<file path="config.mk">
export PLATFORM = sky130hd
export DESIGN_NAME = flash_cmd_top
export DESIGN_NICKNAME = d
export VERILOG_FILES = /design/src/rtl/flash_pkg.sv /design/src/rtl/flash_bus_strobe.sv /design/src/rtl/flash_seq_decoder.sv /design/src/rtl/flash_op_engine.sv /design/src/rtl/flash_sector_store.sv /design/src/rtl/flash_cmd_top.sv
export SDC_FILE = /design/constraint.sdc
export NUM_CORES = 2
export LEC_CHECK = 0
export BUFFER_PORTS_ARGS = -buffer_cell sky130_fd_sc_hd__buf_2
export CAP_MARGIN = 20
export CORE_ASPECT_RATIO = 1.5
export CORE_UTILIZATION = 55
export CTS_BUF_LIST = sky130_fd_sc_hd__clkbuf_8
export CTS_CLUSTER_SIZE = 16
export DETAILED_ROUTE_END_ITERATION = 16
export PLACE_DENSITY_LB_ADDON = 0.1
export SKIP_LAST_GASP = 1
export SLEW_MARGIN = 10
export SYNTH_ARGS = -nofsm -noshare
export SYNTH_HDL_FRONTEND = slang
export SYNTH_SLANG_ARGS = --single-unit
</file>
<file path="constraint.sdc">
create_clock -name clk -period 4.1 [get_ports clk]
set_clock_uncertainty 0.2 [all_clocks]
set_input_delay 0.82 -clock clk [delete_from_list [all_inputs] [get_ports clk]]
set_output_delay 0.82 -clock clk [all_outputs]
set_load 0.05 [all_outputs]
</file>
<file path="src/rtl/flash_pkg.sv">
`timescale 1ns/1ps
package flash_pkg;
   typedef enum logic [1:0] {OP_PROG = 2'd0, OP_SECT = 2'd1, OP_CHIP = 2'd2} op_e;
   typedef enum logic [2:0] {
      SQ_IDLE, SQ_KEY1, SQ_KEY2, SQ_PROG, SQ_ERA1, SQ_ERA2, SQ_ERA3, SQ_LOCK
   } seq_e;
   localparam logic [7:0] C_KEY_A    = 8'hAA;
   localparam logic [7:0] C_KEY_B    = 8'h55;
   localparam logic [7:0] C_PROGRAM  = 8'hA0;
   localparam logic [7:0] C_ERASE    = 8'h80;
   localparam logic [7:0] C_WHOLE    = 8'h10;
   localparam logic [7:0] C_SECTOR   = 8'h30;
   localparam logic [7:0] C_LOCK_ARM = 8'h60;
   localparam logic [7:0] C_LOCK_GO  = 8'h40;
   localparam int unsigned KEY_ADDR_A = 32'h555;
   localparam int unsigned KEY_ADDR_B = 32'h2AA;
endpackage

</file>
<file path="src/rtl/flash_bus_strobe.sv">
`timescale 1ns/1ps
module flash_bus_strobe #(
   parameter int unsigned ADDR_W = 12,
   parameter int unsigned DATA_W = 8
) (
   input  logic              clk,
   input  logic              rst_n,
   input  logic              ce_n,
   input  logic              oe_n,
   input  logic              we_n,
   input  logic [ADDR_W-1:0] addr,
   input  logic [DATA_W-1:0] din,
   output logic              commit,
   output logic [ADDR_W-1:0] addr_lat,
   output logic [DATA_W-1:0] data_lat,
   output logic              rd_end
);
   logic wr_now, wr_q, rd_now, rd_q;

   assign wr_now = ~ce_n & ~we_n & oe_n;
   assign rd_now = ~ce_n & ~oe_n & we_n;

   always_ff @(posedge clk or negedge rst_n) begin
      if (!rst_n) begin
         wr_q     <= 1'b0;
         rd_q     <= 1'b0;
         addr_lat <= '0;
         data_lat <= '0;
      end else begin
         wr_q <= wr_now;
         rd_q <= rd_now;
         if (wr_now && !wr_q) addr_lat <= addr;
         if (wr_now)          data_lat <= din;
      end
   end

   assign commit = wr_q & ~wr_now;
   assign rd_end = rd_q & ~rd_now;
endmodule

</file>
<file path="src/rtl/flash_seq_decoder.sv">
`timescale 1ns/1ps
module flash_seq_decoder
   import flash_pkg::*;
#(
   parameter int unsigned ADDR_W = 12,
   parameter int unsigned DATA_W = 8
) (
   input  logic              clk,
   input  logic              rst_n,
   input  logic              commit,
   input  logic              busy,
   input  logic [ADDR_W-1:0] addr_lat,
   input  logic [DATA_W-1:0] data_lat,
   output logic              start,
   output op_e               op,
   output logic              lock_set
);
   seq_e state, nxt;
   logic at_a, at_b;

   assign at_a = (addr_lat == ADDR_W'(KEY_ADDR_A));
   assign at_b = (addr_lat == ADDR_W'(KEY_ADDR_B));

   always_comb begin
      nxt      = state;
      start    = 1'b0;
      op       = OP_PROG;
      lock_set = 1'b0;
      if (busy) begin
         nxt = SQ_IDLE;
      end else if (commit) begin
         nxt = SQ_IDLE;
         case (state)
            SQ_IDLE: if (at_a && data_lat == C_KEY_A) nxt = SQ_KEY1;
            SQ_KEY1: if (at_b && data_lat == C_KEY_B) nxt = SQ_KEY2;
            SQ_KEY2: begin
               if (at_a && data_lat == C_PROGRAM)       nxt = SQ_PROG;
               else if (at_a && data_lat == C_ERASE)    nxt = SQ_ERA1;
               else if (at_a && data_lat == C_LOCK_ARM) nxt = SQ_LOCK;
            end
            SQ_PROG: begin
               start = 1'b1;
               op    = OP_PROG;
            end
            SQ_ERA1: if (at_a && data_lat == C_KEY_A) nxt = SQ_ERA2;
            SQ_ERA2: if (at_b && data_lat == C_KEY_B) nxt = SQ_ERA3;
            SQ_ERA3: begin
               if (at_a && data_lat == C_WHOLE) begin
                  start = 1'b1;
                  op    = OP_CHIP;
               end else if (data_lat == C_SECTOR) begin
                  start = 1'b1;
                  op    = OP_SECT;
               end
            end
            SQ_LOCK: lock_set = (data_lat == C_LOCK_GO);
            default: nxt = SQ_IDLE;
         endcase
      end
   end

   always_ff @(posedge clk or negedge rst_n) begin
      if (!rst_n) state <= SQ_IDLE;
      else        state <= nxt;
   end
endmodule

</file>
<file path="src/rtl/flash_op_engine.sv">
`timescale 1ns/1ps
module flash_op_engine
   import flash_pkg::*;
#(
   parameter int unsigned DATA_W       = 8,
   parameter int unsigned MEM_AW       = 8,
   parameter int unsigned SEC_AW       = 5,
   parameter int unsigned NUM_SEC      = 8,
   parameter int unsigned PROG_CYCLES  = 16,
   parameter int unsigned ERASE_CYCLES = 64,
   parameter int unsigned ABORT_CYCLES = 400,
   parameter logic [NUM_SEC-1:0] LOCK_INIT = '0
) (
   input  logic               clk,
   input  logic               rst_n,
   input  logic               start,
   input  op_e                op,
   input  logic [MEM_AW-1:0]  tgt_addr,
   input  logic [DATA_W-1:0]  tgt_data,
   input  logic               lock_set,
   output logic               busy,
   output logic               poll_bit,
   output logic               ap_prog,
   output logic [MEM_AW-1:0]  ap_addr,
   output logic [DATA_W-1:0]  ap_data,
   output logic [NUM_SEC-1:0] ap_erase
);
   localparam int unsigned SEC_W  = MEM_AW - SEC_AW;
   localparam int unsigned MAX_PE = (PROG_CYCLES > ERASE_CYCLES) ? PROG_CYCLES : ERASE_CYCLES;
   localparam int unsigned MAX_C  = (MAX_PE > ABORT_CYCLES) ? MAX_PE : ABORT_CYCLES;
   localparam int unsigned CNT_W  = $clog2(MAX_C + 1);

   logic [CNT_W-1:0]   cnt;
   logic [NUM_SEC-1:0] locks, mask_q, sec_hot;
   logic [SEC_W-1:0]   sec;
   logic               hit, prog_q, done;

   assign sec = tgt_addr[MEM_AW-1:SEC_AW];
   assign hit = locks[sec];
   always_comb begin
      sec_hot      = '0;
      sec_hot[sec] = 1'b1;
   end

   always_ff @(posedge clk or negedge rst_n) begin
      if (!rst_n) begin
         busy     <= 1'b0;
         cnt      <= '0;
         locks    <= LOCK_INIT;
         mask_q   <= '0;
         prog_q   <= 1'b0;
         poll_bit <= 1'b0;
         ap_addr  <= '0;
         ap_data  <= '0;
      end else if (start) begin
         busy    <= 1'b1;
         ap_addr <= tgt_addr;
         ap_data <= tgt_data;
         case (op)
            OP_PROG: begin
               cnt      <= hit ? CNT_W'(ABORT_CYCLES - 1) : CNT_W'(PROG_CYCLES - 1);
               prog_q   <= ~hit;
               mask_q   <= '0;
               poll_bit <= ~tgt_data[DATA_W-1];
            end
            OP_SECT: begin
               cnt      <= hit ? CNT_W'(ABORT_CYCLES - 1) : CNT_W'(ERASE_CYCLES - 1);
               prog_q   <= 1'b0;
               mask_q   <= hit ? '0 : sec_hot;
               poll_bit <= 1'b0;
            end
            default: begin
               cnt      <= CNT_W'(ERASE_CYCLES - 1);
               prog_q   <= 1'b0;
               mask_q   <= ~locks;
               poll_bit <= 1'b0;
            end
         endcase
      end else begin
         if (lock_set) locks[sec] <= 1'b1;
         if (busy) begin
            if (cnt == '0) busy <= 1'b0;
            else           cnt  <= cnt - 1'b1;
         end
      end
   end

   assign done     = busy && (cnt == '0);
   assign ap_prog  = done & prog_q;
   assign ap_erase = done ? mask_q : '0;
endmodule

</file>
<file path="src/rtl/flash_sector_store.sv">
`timescale 1ns/1ps
module flash_sector_store #(
   parameter int unsigned DATA_W  = 8,
   parameter int unsigned MEM_AW  = 8,
   parameter int unsigned SEC_AW  = 5,
   parameter int unsigned NUM_SEC = 8
) (
   input  logic               clk,
   input  logic               wr_prog,
   input  logic [MEM_AW-1:0]  wr_addr,
   input  logic [DATA_W-1:0]  wr_data,
   input  logic [NUM_SEC-1:0] erase_mask,
   input  logic [MEM_AW-1:0]  rd_addr,
   output logic [DATA_W-1:0]  rd_data
);
   localparam int unsigned SEC_W     = MEM_AW - SEC_AW;
   localparam int unsigned SEC_BYTES = 1 << SEC_AW;

   logic [DATA_W-1:0] sec_rd [NUM_SEC];

   for (genvar s = 0; s < NUM_SEC; s++) begin : g_sec
      logic [DATA_W-1:0] cells [SEC_BYTES];
      logic              mine;

      initial begin
         for (int i = 0; i < SEC_BYTES; i++) cells[i] = '1;
      end

      assign mine = wr_prog && (wr_addr[MEM_AW-1:SEC_AW] == SEC_W'(s));

      always_ff @(posedge clk) begin
         if (erase_mask[s]) begin
            for (int i = 0; i < SEC_BYTES; i++) cells[i] <= '1;
         end else if (mine) begin
            cells[wr_addr[SEC_AW-1:0]] <= cells[wr_addr[SEC_AW-1:0]] & wr_data;
         end
      end

      assign sec_rd[s] = cells[rd_addr[SEC_AW-1:0]];
   end

   assign rd_data = sec_rd[rd_addr[MEM_AW-1:SEC_AW]];
endmodule

</file>
<file path="src/rtl/flash_cmd_top.sv">
`timescale 1ns/1ps
module flash_cmd_top
   import flash_pkg::*;
#(
   parameter int unsigned ADDR_W       = 12,
   parameter int unsigned DATA_W       = 8,
   parameter int unsigned MEM_AW       = 8,
   parameter int unsigned SEC_AW       = 5,
   parameter int unsigned PROG_CYCLES  = 16,
   parameter int unsigned ERASE_CYCLES = 64,
   parameter int unsigned ABORT_CYCLES = 400,
   parameter logic [(1 << (MEM_AW - SEC_AW))-1:0] LOCK_INIT = '0
) (
   input  logic              clk,
   input  logic              rst_n,
   input  logic              ce_n,
   input  logic              oe_n,
   input  logic              we_n,
   input  logic [ADDR_W-1:0] addr,
   input  logic [DATA_W-1:0] din,
   output logic [DATA_W-1:0] dout,
   output logic              dout_oe
);
   localparam int unsigned NUM_SEC = 1 << (MEM_AW - SEC_AW);

   if (DATA_W != 8) begin : g_bad_width
      $error("flash_cmd_top: command codes and status bits need DATA_W == 8");
   end
   if (ADDR_W < 11 || ADDR_W < MEM_AW) begin : g_bad_addr
      $error("flash_cmd_top: ADDR_W must cover 555h and the array");
   end
   if (SEC_AW >= MEM_AW) begin : g_bad_sec
      $error("flash_cmd_top: need at least two sectors");
   end
   if (PROG_CYCLES < 1 || ERASE_CYCLES < 1 || ABORT_CYCLES < 1) begin : g_bad_time
      $error("flash_cmd_top: operation times must be at least one cycle");
   end

   logic               commit, rd_end, start, lock_set, busy, poll_bit, tog;
   logic               ap_prog;
   logic [ADDR_W-1:0]  addr_lat;
   logic [DATA_W-1:0]  data_lat, ap_data, rd_data;
   logic [MEM_AW-1:0]  ap_addr;
   logic [NUM_SEC-1:0] ap_erase;
   op_e                op;

   flash_bus_strobe #(.ADDR_W(ADDR_W), .DATA_W(DATA_W)) u_strobe (
      .clk(clk), .rst_n(rst_n), .ce_n(ce_n), .oe_n(oe_n), .we_n(we_n),
      .addr(addr), .din(din), .commit(commit), .addr_lat(addr_lat),
      .data_lat(data_lat), .rd_end(rd_end)
   );

   flash_seq_decoder #(.ADDR_W(ADDR_W), .DATA_W(DATA_W)) u_dec (
      .clk(clk), .rst_n(rst_n), .commit(commit), .busy(busy),
      .addr_lat(addr_lat), .data_lat(data_lat), .start(start), .op(op),
      .lock_set(lock_set)
   );

   flash_op_engine #(
      .DATA_W(DATA_W), .MEM_AW(MEM_AW), .SEC_AW(SEC_AW), .NUM_SEC(NUM_SEC),
      .PROG_CYCLES(PROG_CYCLES), .ERASE_CYCLES(ERASE_CYCLES),
      .ABORT_CYCLES(ABORT_CYCLES), .LOCK_INIT(LOCK_INIT)
   ) u_eng (
      .clk(clk), .rst_n(rst_n), .start(start), .op(op),
      .tgt_addr(addr_lat[MEM_AW-1:0]), .tgt_data(data_lat), .lock_set(lock_set),
      .busy(busy), .poll_bit(poll_bit), .ap_prog(ap_prog), .ap_addr(ap_addr),
      .ap_data(ap_data), .ap_erase(ap_erase)
   );

   flash_sector_store #(
      .DATA_W(DATA_W), .MEM_AW(MEM_AW), .SEC_AW(SEC_AW), .NUM_SEC(NUM_SEC)
   ) u_store (
      .clk(clk), .wr_prog(ap_prog), .wr_addr(ap_addr), .wr_data(ap_data),
      .erase_mask(ap_erase), .rd_addr(addr[MEM_AW-1:0]), .rd_data(rd_data)
   );

   always_ff @(posedge clk or negedge rst_n) begin
      if (!rst_n)               tog <= 1'b0;
      else if (start)           tog <= 1'b0;
      else if (busy && rd_end)  tog <= ~tog;
   end

   assign dout_oe = rst_n & ~ce_n & ~oe_n & we_n;
   assign dout    = busy ? {poll_bit, tog, {(DATA_W-2){1'b0}}} : rd_data;
endmodule

</file>
* Yosys cells after proc, flatten, opt, wreduce, memory -nomap -nowiden
Memory sizes are Yosys's and may differ from the RTL's. Index checks and enable logic that the tools add are counted.
Storage, ports and cells: flip-flop bits (word level) 70, latch bits 0, RAM bits 2048, bits in read-only memories 0, bits of input ports 25, output and inout bits 9, word-level logic and storage cells 229, memories kept 8
Operators by class: add/subtract/negate cells 1, $mul 0, divide/modulo/power cells 0, $lt $le $gt $ge 3, eq/ne operators 26, shift-type cells 0, muxes and demuxes 111, bitwise logic cells 30, reductions and logical operators 36
Memory list:
- u_store.g_sec[0].cells | depth 32, width 8, read ports 2, clocked after memory_dff 0, write ports 32, line flash_sector_store.sv:22 | logic [DATA_W-1:0] cells [SEC_BYTES];
- u_store.g_sec[1].cells | depth 32, width 8, read ports 2, clocked after memory_dff 0, write ports 32, line flash_sector_store.sv:22
- u_store.g_sec[2].cells | depth 32, width 8, read ports 2, clocked after memory_dff 0, write ports 32, line flash_sector_store.sv:22
- u_store.g_sec[3].cells | depth 32, width 8, read ports 2, clocked after memory_dff 0, write ports 32, line flash_sector_store.sv:22
- u_store.g_sec[4].cells | depth 32, width 8, read ports 2, clocked after memory_dff 0, write ports 32, line flash_sector_store.sv:22
- u_store.g_sec[5].cells | depth 32, width 8, read ports 2, clocked after memory_dff 0, write ports 32, line flash_sector_store.sv:22
- 2 more memories
Operators by type and width (number):
- 2-to-1 mux 8 bit | 13
- 2-to-1 mux 1 bit | 66
- bitwise AND 8 bit | 8
- OR reduction 8 bit | 8
- 2-to-1 mux 9 bit | 5
- 2-to-1 mux 5 bit | 8
- binary-select mux 8 bit (select 3 bit) | 1
- == test 3 bit (second input constant) | 8
- == test 8 x 7 -> 1 bit (second input constant) | 3
- == test 8 bit (second input constant) | 3
- 2-to-1 mux 3 bit | 7
- logical AND 1 bit | 18
- one-hot mux 9 bit (2 select lines) | 1
- one-hot mux 8 bit (2 select lines) | 1
- one-hot mux 3 bit (5 select lines) | 1
- == test 12 x 10 -> 1 bit (second input constant) | 1
- == test 12 x 11 -> 1 bit (second input constant) | 1
- == test 3 x 2 -> 1 bit (second input constant) | 4
- bitwise AND 1 bit | 10
- 2-to-1 mux 2 bit | 5
- zero test 9 bit | 1
- inverter 1 bit | 9
- subtractor 9 x 1 -> 9 bit (second input constant) | 1
- == test 8 x 5 -> 1 bit (second input constant) | 1
- other kinds (18) | 23

* Longest topological paths before layout
depth after elaboration 10, gate-level depth with buffers 13, mapped depth without buffers 8

* Modules after synthesis
From an unflattened synthesis, not the netlist that was laid out.
Unflattened totals: cells, all modules 7708, area, all modules 109032.1 µm²
By module, submodules not included:
- flash_sector_store | times used 1, cells each 7411, area an instance 105556.2 µm², seq. area each 61499.0 µm²
- flash_op_engine | times used 1, cells each 180, area an instance 2018.2 µm², seq. area each 1101.1 µm²
- flash_bus_strobe | times used 1, cells each 49, area an instance 843.3 µm², seq. area each 550.5 µm²
- flash_seq_decoder | times used 1, cells each 54, area an instance 459.2 µm², seq. area each 75.1 µm²
- flash_cmd_top | times used 1, cells each 14, area an instance 155.1 µm², seq. area each 25.0 µm²

* Least setup slack after synthesis
Ideal clock, no wire load.
kind in2out, start input addr[0], end output dout[2], arrival time 3685 ps, required time 3080 ps, slack -605 ps, stages on the path 12, path buffers 6, path through buf_6 buf_6 buf_6 buf_4 buf_6 buf_6 nor2_1 a222oi_1 a21oi_1 o21ai_0 a31oi_1 o32ai_1
On the way: word-level cells in the longest chain between the ends 5, elaborated cells between the ends (all ways) 12, classes of those cells mux (4); memory (8)
Ends and longest elaborated chain:
- start: declaration | line flash_cmd_top.sv:19 | input logic [ADDR_W-1:0] addr,
- memory (32 x 8 bit)
- binary-select mux 8 bit (select 3 bit) * | line flash_sector_store.sv:42 | assign rd_data = sec_rd[rd_addr[MEM_AW-1:SEC_AW]];
- 2-to-1 mux 8 bit (implied by the code) * (2 in series) | line flash_sector_store.sv:42
- 2-to-1 mux 8 bit * | line flash_cmd_top.sv:84 | assign dout = busy ? {poll_bit, tog, {(DATA_W-2){1'b0}}} : rd_data;
- end: declaration | line flash_cmd_top.sv:21 | output logic [DATA_W-1:0] dout,
Every way passes the cells marked *; elsewhere a longest branch is shown, timed or not. The select of a mux whose other input is x is not followed.

* Final worst setup path
start input addr[4], end output dout[4]
The elaborated chain is that of the path after synthesis.

==> impl_metrics.json <==
{
  "initial_utilization": 0.554,
  "clkLatencyLatePin_ns": 0.98,
  "timing.critical_path.slowest_cell_delay_ns": 0.41,
  "io_pins": 34,
  "gp_routability_congestion": 0.991,
  "number_of_distinct_library_cell_variants_in_the_gate_level_netlist_after_synthesis": 74,
  "final.min_clock_period_ns": 4.74,
  "detail_route.wirelength_um": 401000,
  "detailedPlacementHpwl_um": 286000,
  "vias_in_the_first_global_route": 77200,
  "number_of_violations_reported_at_the_end_of_detailed_routing_iteration_0": 11300,
  "seq_area_frac_synth": 0.582,
  "final-hold-violation-count": 0,
  "path_common_cell": "sky130_fd_sc_hd__buf_4",
  "clock_path_buffers": 4,
  "postRouteAntennaNets": 0,
  "drv_slew": 0,
  "whs_endpoint": "tog",
  "reg2reg_setup_slack_ns": 0.29,
  "synth.most_common_cell": "sky130_fd_sc_hd__nand2_1",
  "worst_setup_hold_path_clk_slew_ns": 0.07,
  "endpoint_kind": "output port",
  "end_of_the_worst_register_to_register_path": "u_store.g_sec[7].cells[24][4]",
  "rr_worst_depth": 7,
  "synth.cell_area_um2": 109000,
  "cts-root-buf": "sky130_fd_sc_hd__clkbuf_8",
  "route.vias.total": 77800,
  "synthesis.nets": 7584,
  "setup_slack_ns": -0.637,
  "layout_cells_sized_above_1": 0.341,
  "static_leak_nw": 45.1,
  "worst_pin_slew_ns": 1.11,
  "numClockSinks": 2118,
  "grt_pass1_wl_um": 557000,
  "synth_warnings": 0,
  "groute.usage.overall": 0.401,
  "timing.critical_path.fanout_max": 23,
  "crit_path_start_kind": "input port",
  "rsz0062_at_grt": "true",
  "critPathSlowestCell": "sky130_fd_sc_hd__o31ai_1",
  "fmaxAchievable_mhz": 211,
  "total_of_endpoints_with_negative_setup_slack_in_the_final_report": 8,
  "power_density_nw_per_um2": 336,
  "grt.overflow.total": 0,
  "synth_async_sr_flop_share": 0.0331,
  "area_growth_pct": 15.7,
  "outcome": "finished with violations",
  "finalPower_w": 0.0422,
  "htreeDepth": 5,
  "timing.slew.headroom": 0.260,
  "netlist_top_cells_area": "sky130_fd_sc_hd__edfxtp_1, sky130_fd_sc_hd__mux4_2, sky130_fd_sc_hd__nand2_1, sky130_fd_sc_hd__a22oi_1, sky130_fd_sc_hd__dfrtp_1",
  "grt_start_max_net_pins": 71,
  "die_w_um": 365,
  "avgRoutedWirePerCell_um": 35.8,
  "max-cap-violations": 0,
  "core-area_um2": 196000,
  "max_ir_drop_vdd_uv": 204,
  "cts-buffers-inserted": 331,
  "floorplan.die_area_um2": 199000,
  "synthesis_stage_register_bit_count": 2118,
  "worst_hold_path.num_cells": 5,
  "failing_checks": "negative setup slack",
  "synth-main-ff-cell": "sky130_fd_sc_hd__edfxtp_1",
  "critPathRequiredTime_ns": 3.08,
  "portBuffers": 33,
  "design.final.nets": 8341,
  "critical-path-top-delay-family": "buffers and inverters",
  "fin_tns_setup_ns": -4.13,
  "detail_route.vias_per_cell": 6.95,
  "syn_avg_cell_area_um2": 14.4,
  "hp-start": "ce_n",
  "timing.setup.critical_path_class": "in -> out",
  "worst_r2r_startpoint": "u_eng.cnt[5]",
  "floorplan.rows": 199,
  "synthesis.instances": 7557,
  "drc": 0,
  "critical_path_arrival_ns": 3.72,
  "die_height_um": 546,
  "synth_largest_type_area_fraction": 0.566,
  "synth.top_cells.by_count": "sky130_fd_sc_hd__nand2_1, sky130_fd_sc_hd__edfxtp_1, sky130_fd_sc_hd__mux4_2",
  "setup_slack_placement_ns": -1.36,
  "number_of_synthesized_flops_with_an_enable_pin": 2048,
  "antenna_found_initial": 20,
  "synth_top_cell_by_area": "sky130_fd_sc_hd__edfxtp_1",
  "clock_tree_from_tritoncts": "yes",
  "final_clock_period_utilization_by_the_worst_path": 1.16,
  "worstPathBufferInverterCount": 7,
  "worst_hold_slack_ns": 0.178,
  "dr.pass1.iters": 9,
  "worst_hold_path_type": "in -> reg",
  "crit_path_cell_trace": "buf_8 > buf_12 > buf_12 > buf_4 > mux2i_1 > buf_4 > o31ai_1 > a31oi_1 > o21ai_2 > a211oi_2 > buf_4 > o32ai_4 > buf_6"
}
cell usage in the layout, fill, tap and decap left out, drive strengths merged, types with 16 or more instances in the layout:
cell	instances
edfxtp	2048
nand4	74
dfrtp	70
nor3	16
clkbuf	347
buf	1082
mux2	32
nor2b	23
o21ai	295
a22oi	305
mux2i	78
a21oi	35
nand2	2276
a221oi	17
clkinv	128
mux4	1066
inv	98
nor2	308
nand3	21
a211oi	18
metrics by stage:
step	area (um2)	utilization	std cells
2_1_floorplan	109000	-	7557
5_1_grt	126000	0.641	11200
6_report	126000	0.641	11200
3_3_place_gp	118000	0.601	10500
3_5_place_dp	118000	0.601	10500
4_1_cts	125000	0.637	11100
report_power, final:
part           switching, W  total (W)  leakage (nW)  internal (W)
combinational      0.000895    0.00162          16.5      0.000725
sequential        0.0000858     0.0235          25.2        0.0234
clock               0.00875     0.0171          3.38       0.00838
total               0.00973     0.0422          45.1        0.0325
worst min-delay path: stages:
cell and delay (ns):
sky130_fd_sc_hd__buf_2 0.08, sky130_fd_sc_hd__nor3b_1 0.06, sky130_fd_sc_hd__nor2_1 0.18, sky130_fd_sc_hd__xnor2_1 0.09
sky130_fd_sc_hd__nor2_1 0.08
cell type report:
| cell class | count | area (um2) |
|---|---|---|
| timing repair buffer | 1107 | 10300 |
| clock buffer | 339 | 4670 |
| sequential | 2118 | 63300 |
| antenna | 12 | 30.0 |
| inverter | 11 | 41.3 |
| tap | 2613 | 3270 |
| multi-input combinational | 4745 | 42800 |
| clock inverter | 237 | 1300 |
| fill | 14500 | 70500 |
cell families after synthesis:
family / after synthesis / synth area share
fa+ha+maj: 2 / 0.000230
compound gates: 757 / 0.0454
buf+inv: 694 / 0.0309
flops: 2118 / 0.582
xor+xnor: 5 / 0.000403
mux: 1176 / 0.232
simple gates: 2805 / 0.109
worst max-delay path by stage:
stage,start,endpoint,slack [ns],depth (start not counted)
4_1_cts,u_store.g_sec[0].cells[23][4],dout[4],-0.69,8
6_report,addr[4],dout[4],-0.64,13
2_1_floorplan,addr[0],dout[2],-0.12,12
3_3_place_gp,addr[0],dout[7],-1.54,12
3_5_place_dp,addr[0],dout[2],-1.36,11
5_1_grt,u_store.g_sec[0].cells[19][7],dout[7],-0.67,9
layer usage:
| metal | vias up | GRT usage | wire [um] |
|---|---|---|---|
| met3 | 1547 | 0.105 | 46900 |
| met4 | 10 | 0.333 | 40500 |
| met1 | 39500 | 0.455 | 124000 |
| li1 | 30800 | - | - |
| met2 | 5912 | 0.635 | 190000 |
| met5 | - | 0 | 112 |
registers in the layout, summed over array words and instances (netlist names), 3 cells and up:
name and flops:
u_store.g_sec.cells 2048, u_strobe.addr_lat 12, u_eng.cnt 9, u_eng.ap_addr 8, u_eng.ap_data 8, u_eng.locks 8, u_eng.mask_q 8, u_strobe.data_lat 8
u_dec.state 3
timing repair:
action	CTS	global route
gates resized for setup	114	64
buffers inserted	16	37
hold buffers	15	0
gates cloned	5	7
endpoints found under the setup margin	8	8
pin swaps	19	16
hold endpoints to repair	83	0
(Power assumes the default switching activity.)
